### config.mk
export PLATFORM = sky130hd
export DESIGN_NAME = bar_decoder
export DESIGN_NICKNAME = d
export VERILOG_FILES = /design/src/rtl/bar_decoder.sv
export SDC_FILE = /design/constraint.sdc
export NUM_CORES = 1
export LEC_CHECK = 0
export ABC_AREA = 1
export ABC_CLOCK_PERIOD_IN_PS = 1000
export BUFFER_PORTS_ARGS = -buffer_cell sky130_fd_sc_hd__buf_2
export CAP_MARGIN = 20
export CORE_UTILIZATION = 33
export CTS_BUF_LIST = sky130_fd_sc_hd__clkbuf_8 sky130_fd_sc_hd__clkbuf_16
export DETAILED_ROUTE_END_ITERATION = 10
export PLACE_DENSITY_LB_ADDON = 0.2
export SLEW_MARGIN = 15
export SYNTH_ARGS = -nofsm -noshare
export SYNTH_HDL_FRONTEND = slang
export SYNTH_SLANG_ARGS = --single-unit
export TNS_END_PERCENT = 1
### constraint.sdc
create_clock -name clk -period 1 [get_ports clk]
set_input_delay 0.2 -clock clk [delete_from_list [all_inputs] [get_ports clk]]
set_output_delay 0.2 -clock clk [all_outputs]
set_load 0.02 [all_outputs]
### src/rtl/bar_decoder.sv
module bar_decoder #(
  parameter bit IS_IO     = 1'b0,
  parameter bit IS_64     = 1'b0,
  parameter bit PREFETCH  = 1'b0,
  parameter int SIZE_LOG2 = 12,
  parameter bit IMPL      = 1'b1
) (
  input  logic        clk,
  input  logic        rst_n,
  input  logic        cfg_wr,
  input  logic        cfg_hi_sel,
  input  logic [3:0]  cfg_be,
  input  logic [31:0] cfg_wdata,
  output logic [31:0] cfg_rdata,
  input  logic [63:0] bus_addr,
  input  logic        mem_en,
  input  logic        io_en,
  output logic        hit
);
  localparam int MIN_LOG2 = IS_IO ? 2 : 4;
  localparam int EFF_LOG2 = (SIZE_LOG2 < MIN_LOG2) ? MIN_LOG2 : SIZE_LOG2;
  localparam logic [31:0] ADDR_MASK = 32'hFFFF_FFFF << EFF_LOG2;
  localparam bit HAS_HI = IS_64 && !IS_IO;
  localparam logic [31:0] TYPE_BITS = IS_IO ? 32'h1
                                            : {28'h0, PREFETCH, HAS_HI, 2'b00};

  logic [31:0] base_lo, base_hi;

  always_ff @(posedge clk or negedge rst_n) begin
    if (!rst_n) begin
      base_lo <= '0;
      base_hi <= '0;
    end else if (cfg_wr) begin
      for (int b = 0; b < 4; b++) begin
        if (cfg_be[b]) begin
          if (!cfg_hi_sel) base_lo[8*b +: 8] <= cfg_wdata[8*b +: 8] & ADDR_MASK[8*b +: 8];
          else if (HAS_HI) base_hi[8*b +: 8] <= cfg_wdata[8*b +: 8];
        end
      end
    end
  end

  logic [31:0] rd_lo, rd_hi;
  assign rd_lo     = (base_lo & ADDR_MASK) | TYPE_BITS;
  assign rd_hi     = HAS_HI ? base_hi : 32'h0;
  assign cfg_rdata = !IMPL ? 32'h0 : (cfg_hi_sel ? rd_hi : rd_lo);

  logic lo_match, hi_match;
  assign lo_match = ((bus_addr[31:0] ^ base_lo) & ADDR_MASK) == 32'h0;
  assign hi_match = HAS_HI ? (bus_addr[63:32] == base_hi) : (bus_addr[63:32] == 32'h0);
  assign hit = IMPL && (IS_IO ? (io_en && lo_match) : (mem_en && lo_match && hi_match));
endmodule

Word level (Yosys, flattened, before mapping)
Cells that the tools add are included.

Register bits: 20. Bits of input ports: 106. Output and inout port bits: 33. Logic and storage cells: 13.

Muxes and demuxes: 1. Bitwise operators: 2. Reduce and logical (&&, ||, !) cells: 7.

Operators by type and width (number): 32-bit zero test (2); 32-bit 2-to-1 mux (1); 32-bit bitwise XOR (1); 3-bit AND reduction (3); 1-bit logical AND (2); 1-bit inverter (1).

Logic depth before layout (Yosys ltp)
Depth after elaboration: 4. Depth in mapped cells: 8. Depth with buffers taken out: 8.

Least setup slack after synthesis
OpenSTA, ideal clock, no wires.

Path type: register to output. Start point: reg base_lo[24]. End point: out hit. Arrival: 1.033 ns. Data required time: 0.800 ns. Setup slack: -0.233 ns. Cell stages (with the launch flop): 8. Path buffers: 0. Cells stage by stage: dfrtp_1 inv_1 nand2_1 nand2_1 nand3_1 nor2_1 nand2_1 nor2_1.

Cells in the longest elaborated chain, start to end: 4.

RTL lines: from (decl) (RTL line 27) `logic [31:0] base_lo, base_hi;`; from (signal, indexed assignment) (RTL line 36) `if (!cfg_hi_sel) base_lo[8*b +: 8] <= cfg_wdata[8*b +: 8] & ADDR_MASK[8*b +: 8];`; 32-bit bitwise XOR (RTL line 49) `assign lo_match = ((bus_addr[31:0] ^ base_lo) & ADDR_MASK) == 32'h0;`; 32-bit zero test (RTL line 49); 1-bit logical AND (2 in series) (RTL line 51) `assign hit = IMPL && (IS_IO ? (io_en && lo_match) : (mem_en && lo_match && hi_match));`; to (decl) (RTL line 18) `output logic hit`.

Every way passes these cells.

Worst setup path in the final report
Start point: reg base_lo[15]. End point: out hit.

Same word-level chain as after synthesis.

==> key figures <==
Run status
  • Status: finished with violations
  • Failing checks: negative setup slack

Logic synthesis
  • Synth warn: 0
  • Post-Synth XOR/XNOR Area: 0.006014
  • Post-Synth Adder-Cell Area: 0
  • Synth cell types: 14
  • Mapped Area: between 0.001 and 0.0015 mm2
  • #FFs+latches synth: 20
  • Register area share after synthesis: 0.3436
  • Simple-gate portion of the synthesized area: 0.3935
  • Mapped Avg Cell Area: 5.896 um2
  • Multiplexer area fraction after synthesis: 0
  • Cells after Synth: 247
  • Compound-gate portion of the synthesized area: 0.07388
  • Largest family of logic cells by synthesized area: simple AND/OR/NAND/NOR gates

Worst hold path
  • Hold Path Class: in2reg
  • Min-delay src: cfg_wdata[17]

Timing
  • Pins Over Slew Limit: 0
  • Final hold vios: 0
  • Fin Clk Skew: 0 ps
  • Setup ws final: -561.8 ps
  • Fin crit share: 1.562
  • Setup violators final: 21
  • Unrepaired setup endpoints after global routing: true
  • Min Tclk post-route: 1562 ps
  • Max Fclk: 640.3 MHz
  • Setup TNS: -4482 ps

Floorplanning
  • I/O pin count: 139
  • Site row count: 23
  • Core area: 0.004115 mm2
  • Die Area: 0.004683 mm2
  • Starting density of the core: 0.3539
  • Die height: between 60 and 70 um
  • Die Wd: 68.43 um

Place
  • Routability Congestion: 0.7712
  • # placed instances: 414
  • Pre-CTS worst setup slack: -376.2 ps
  • Number of I/O port buffers: 100
  • Placed wire-length estimate: 3148 um

Clock network
  • CTS buffer count: 3
  • Max clock buf depth: 2
  • Clock latency on the worst-skew pair: 260 ps
  • Clock Sinks: 20
  • TritonCTS clock tree: built
  • Reg clk slew, reported paths: 80 ps
  • CTS H-Tree Depth: 1
  • Clock root buffer master: clkbuf_8

Setup path
  • Cells on worst reg2reg path: 4
  • CP Launch Type: flop
  • Crit path to: hit
  • Worst Path Max Fanout: 2
  • Worst Setup SP: base_lo[15]$_DFFE_PN0P_
  • Worst reg2reg setup slack: approximately 150 ps
  • Worst EP arrival: about 1400 ps
  • R2r endpoint: base_lo[23]$_DFFE_PN0P_
  • Worst path required time: 800 ps
  • Reg2reg start: base_lo[23]$_DFFE_PN0P_
  • Worst Path Class, Setup: reg2out
  • CP Capture Type: primary output

Cells and area
  • Most frequent cells in the layout: buf_2, nand2_1, nor2_1
  • Largest register by flop count: base_lo
  • Area delta synth->final: 65.38%
  • Most common cell after layout, fill and taps aside: buf_2
  • Net count reported at finish: 477
  • Layout Cells excl Fill: 420
  • Diode count: 0
  • Top flop regs: base_lo x20
  • Max reg flops: 20
  • Share of cells above drive strength 1: 0.4622

Detailed routing
  • Post-DR wirelength/cell: 9.683 um
  • Vias per cell: 4.183
  • Wirelength, routed: 4067 um
  • Antenna Nets Post-Route: 0
  • Drt first pass iters: 4
  • # DRC: 0
  • Total number of vias: 1757
  • Initial drt markers: 22

Pwr
  • Max VDD drop: 627.3 uV
  • Power per Cell Area: 1213 mW/mm2
  • LEAKAGE: 0.001412 uW
  • Overall Power: between 2000 and 3000 uW

Global routing
  • First-pass GRT wire length: just over 6000 um
  • Total global-route track usage: 0.1780
  • Initial antenna violation count: 0
  • Grt ovf: 0
  • Pin count of the biggest net entering global routing: 21
  • Number of global-route vias before repair: 1507

Flow run
  • Max_cap viols: 0
worst min-delay path by stage:
stage / end / cells after the start
floorplan: base_lo[12]$_DFFE_PN0P_ / 0
global placement: base_lo[19]$_DFFE_PN0P_ / 1
detailed placement: base_lo[19]$_DFFE_PN0P_ / 1
CTS: base_lo[19]$_DFFE_PN0P_ / 3
global route: base_lo[31]$_DFFE_PN0P_ / 3
finish: base_lo[17]$_DFFE_PN0P_ / 3
logic make-up (layout without fill, tap and decap cells):
kind of cell | after synthesis | after routing
AOI/OAI and AO/OA | 21 | 21
xor gates and xnor gates | 1 | 1
buffers and inverters | 56 | 168
DFF | 20 | 20
other | 1 | 12
and+or+nand+nor | 148 | 148
cell type report:
type | instances | area, um2
multi-input combinational | 182 | 829.5
clock buffer | 4 | 55.05
tap | 50 | 62.56
fill | 421 | 1707
inverter | 40 | 150.1
timing repair buffer | 124 | 810.8
sequential | 20 | 500.5
per-layer routing:
| layer | GRT usage | part of all wire | vias up |
|---|---|---|---|
| met5 | 0 | 0 | - |
| met4 | 0.05469 | 0.010 | 0 |
| met3 | 0.02833 | 0.087 | 5 |
| met2 | 0.3456 | 0.51 | 75 |
| met1 | 0.1929 | 0.39 | 723 |
| li1 | - | - | 954 |
cell usage after synthesis, drive strengths merged:
cell type | number | area, um2
inv | 40 | 150.1
or2 | 1 | 6.260
buf | 14 | 105.1
nor2 | 73 | 274.0
conb | 1 | 3.750
clkbuf | 2 | 7.510
nand2 | 70 | 262.8
nand3 | 4 | 30.03
dfrtp | 20 | 500.5
xnor2 | 1 | 8.760
o211ai | 1 | 7.510
a21oi | 20 | 100.1
timing repair:
action	CTS	global route
pin swaps	9	1
setup buffers	1	0
hold buffers	1	0
setup endpoints to repair	21	21
hold endpoints to repair	20	0
gates resized for setup	45	26
critical path: stages (launching register included):
cell and delay (ps):
dfrtp_1 400, nand2_1 80, nand2_1 50, nor2_1 100, nand2_1 60, nor2_2 130
nand2_2 80, nor2_4 80, buf_6 120
through the flow:
step           hold WS [ps]  cell area, um2    util
2_1_floorplan        -95.59            1505       -
3_3_place_gp          183.8            2158  0.5245
5_1_grt               185.6            2409  0.5853
6_report              180.6            2409  0.5853
4_1_cts               177.3            2351  0.5713
3_5_place_dp          182.6            2158  0.5245
report_power, final:
| group | leakage [uW] | switching, uW | internal [uW] |
|---|---|---|---|
| Sequential | 0.000215 | 76.5 | 937 |
| Combinational | 0.00117 | 660 | 628 |
| Clock | 0.0000288 | 271 | 351 |
(Power assumes the default switching activity.)
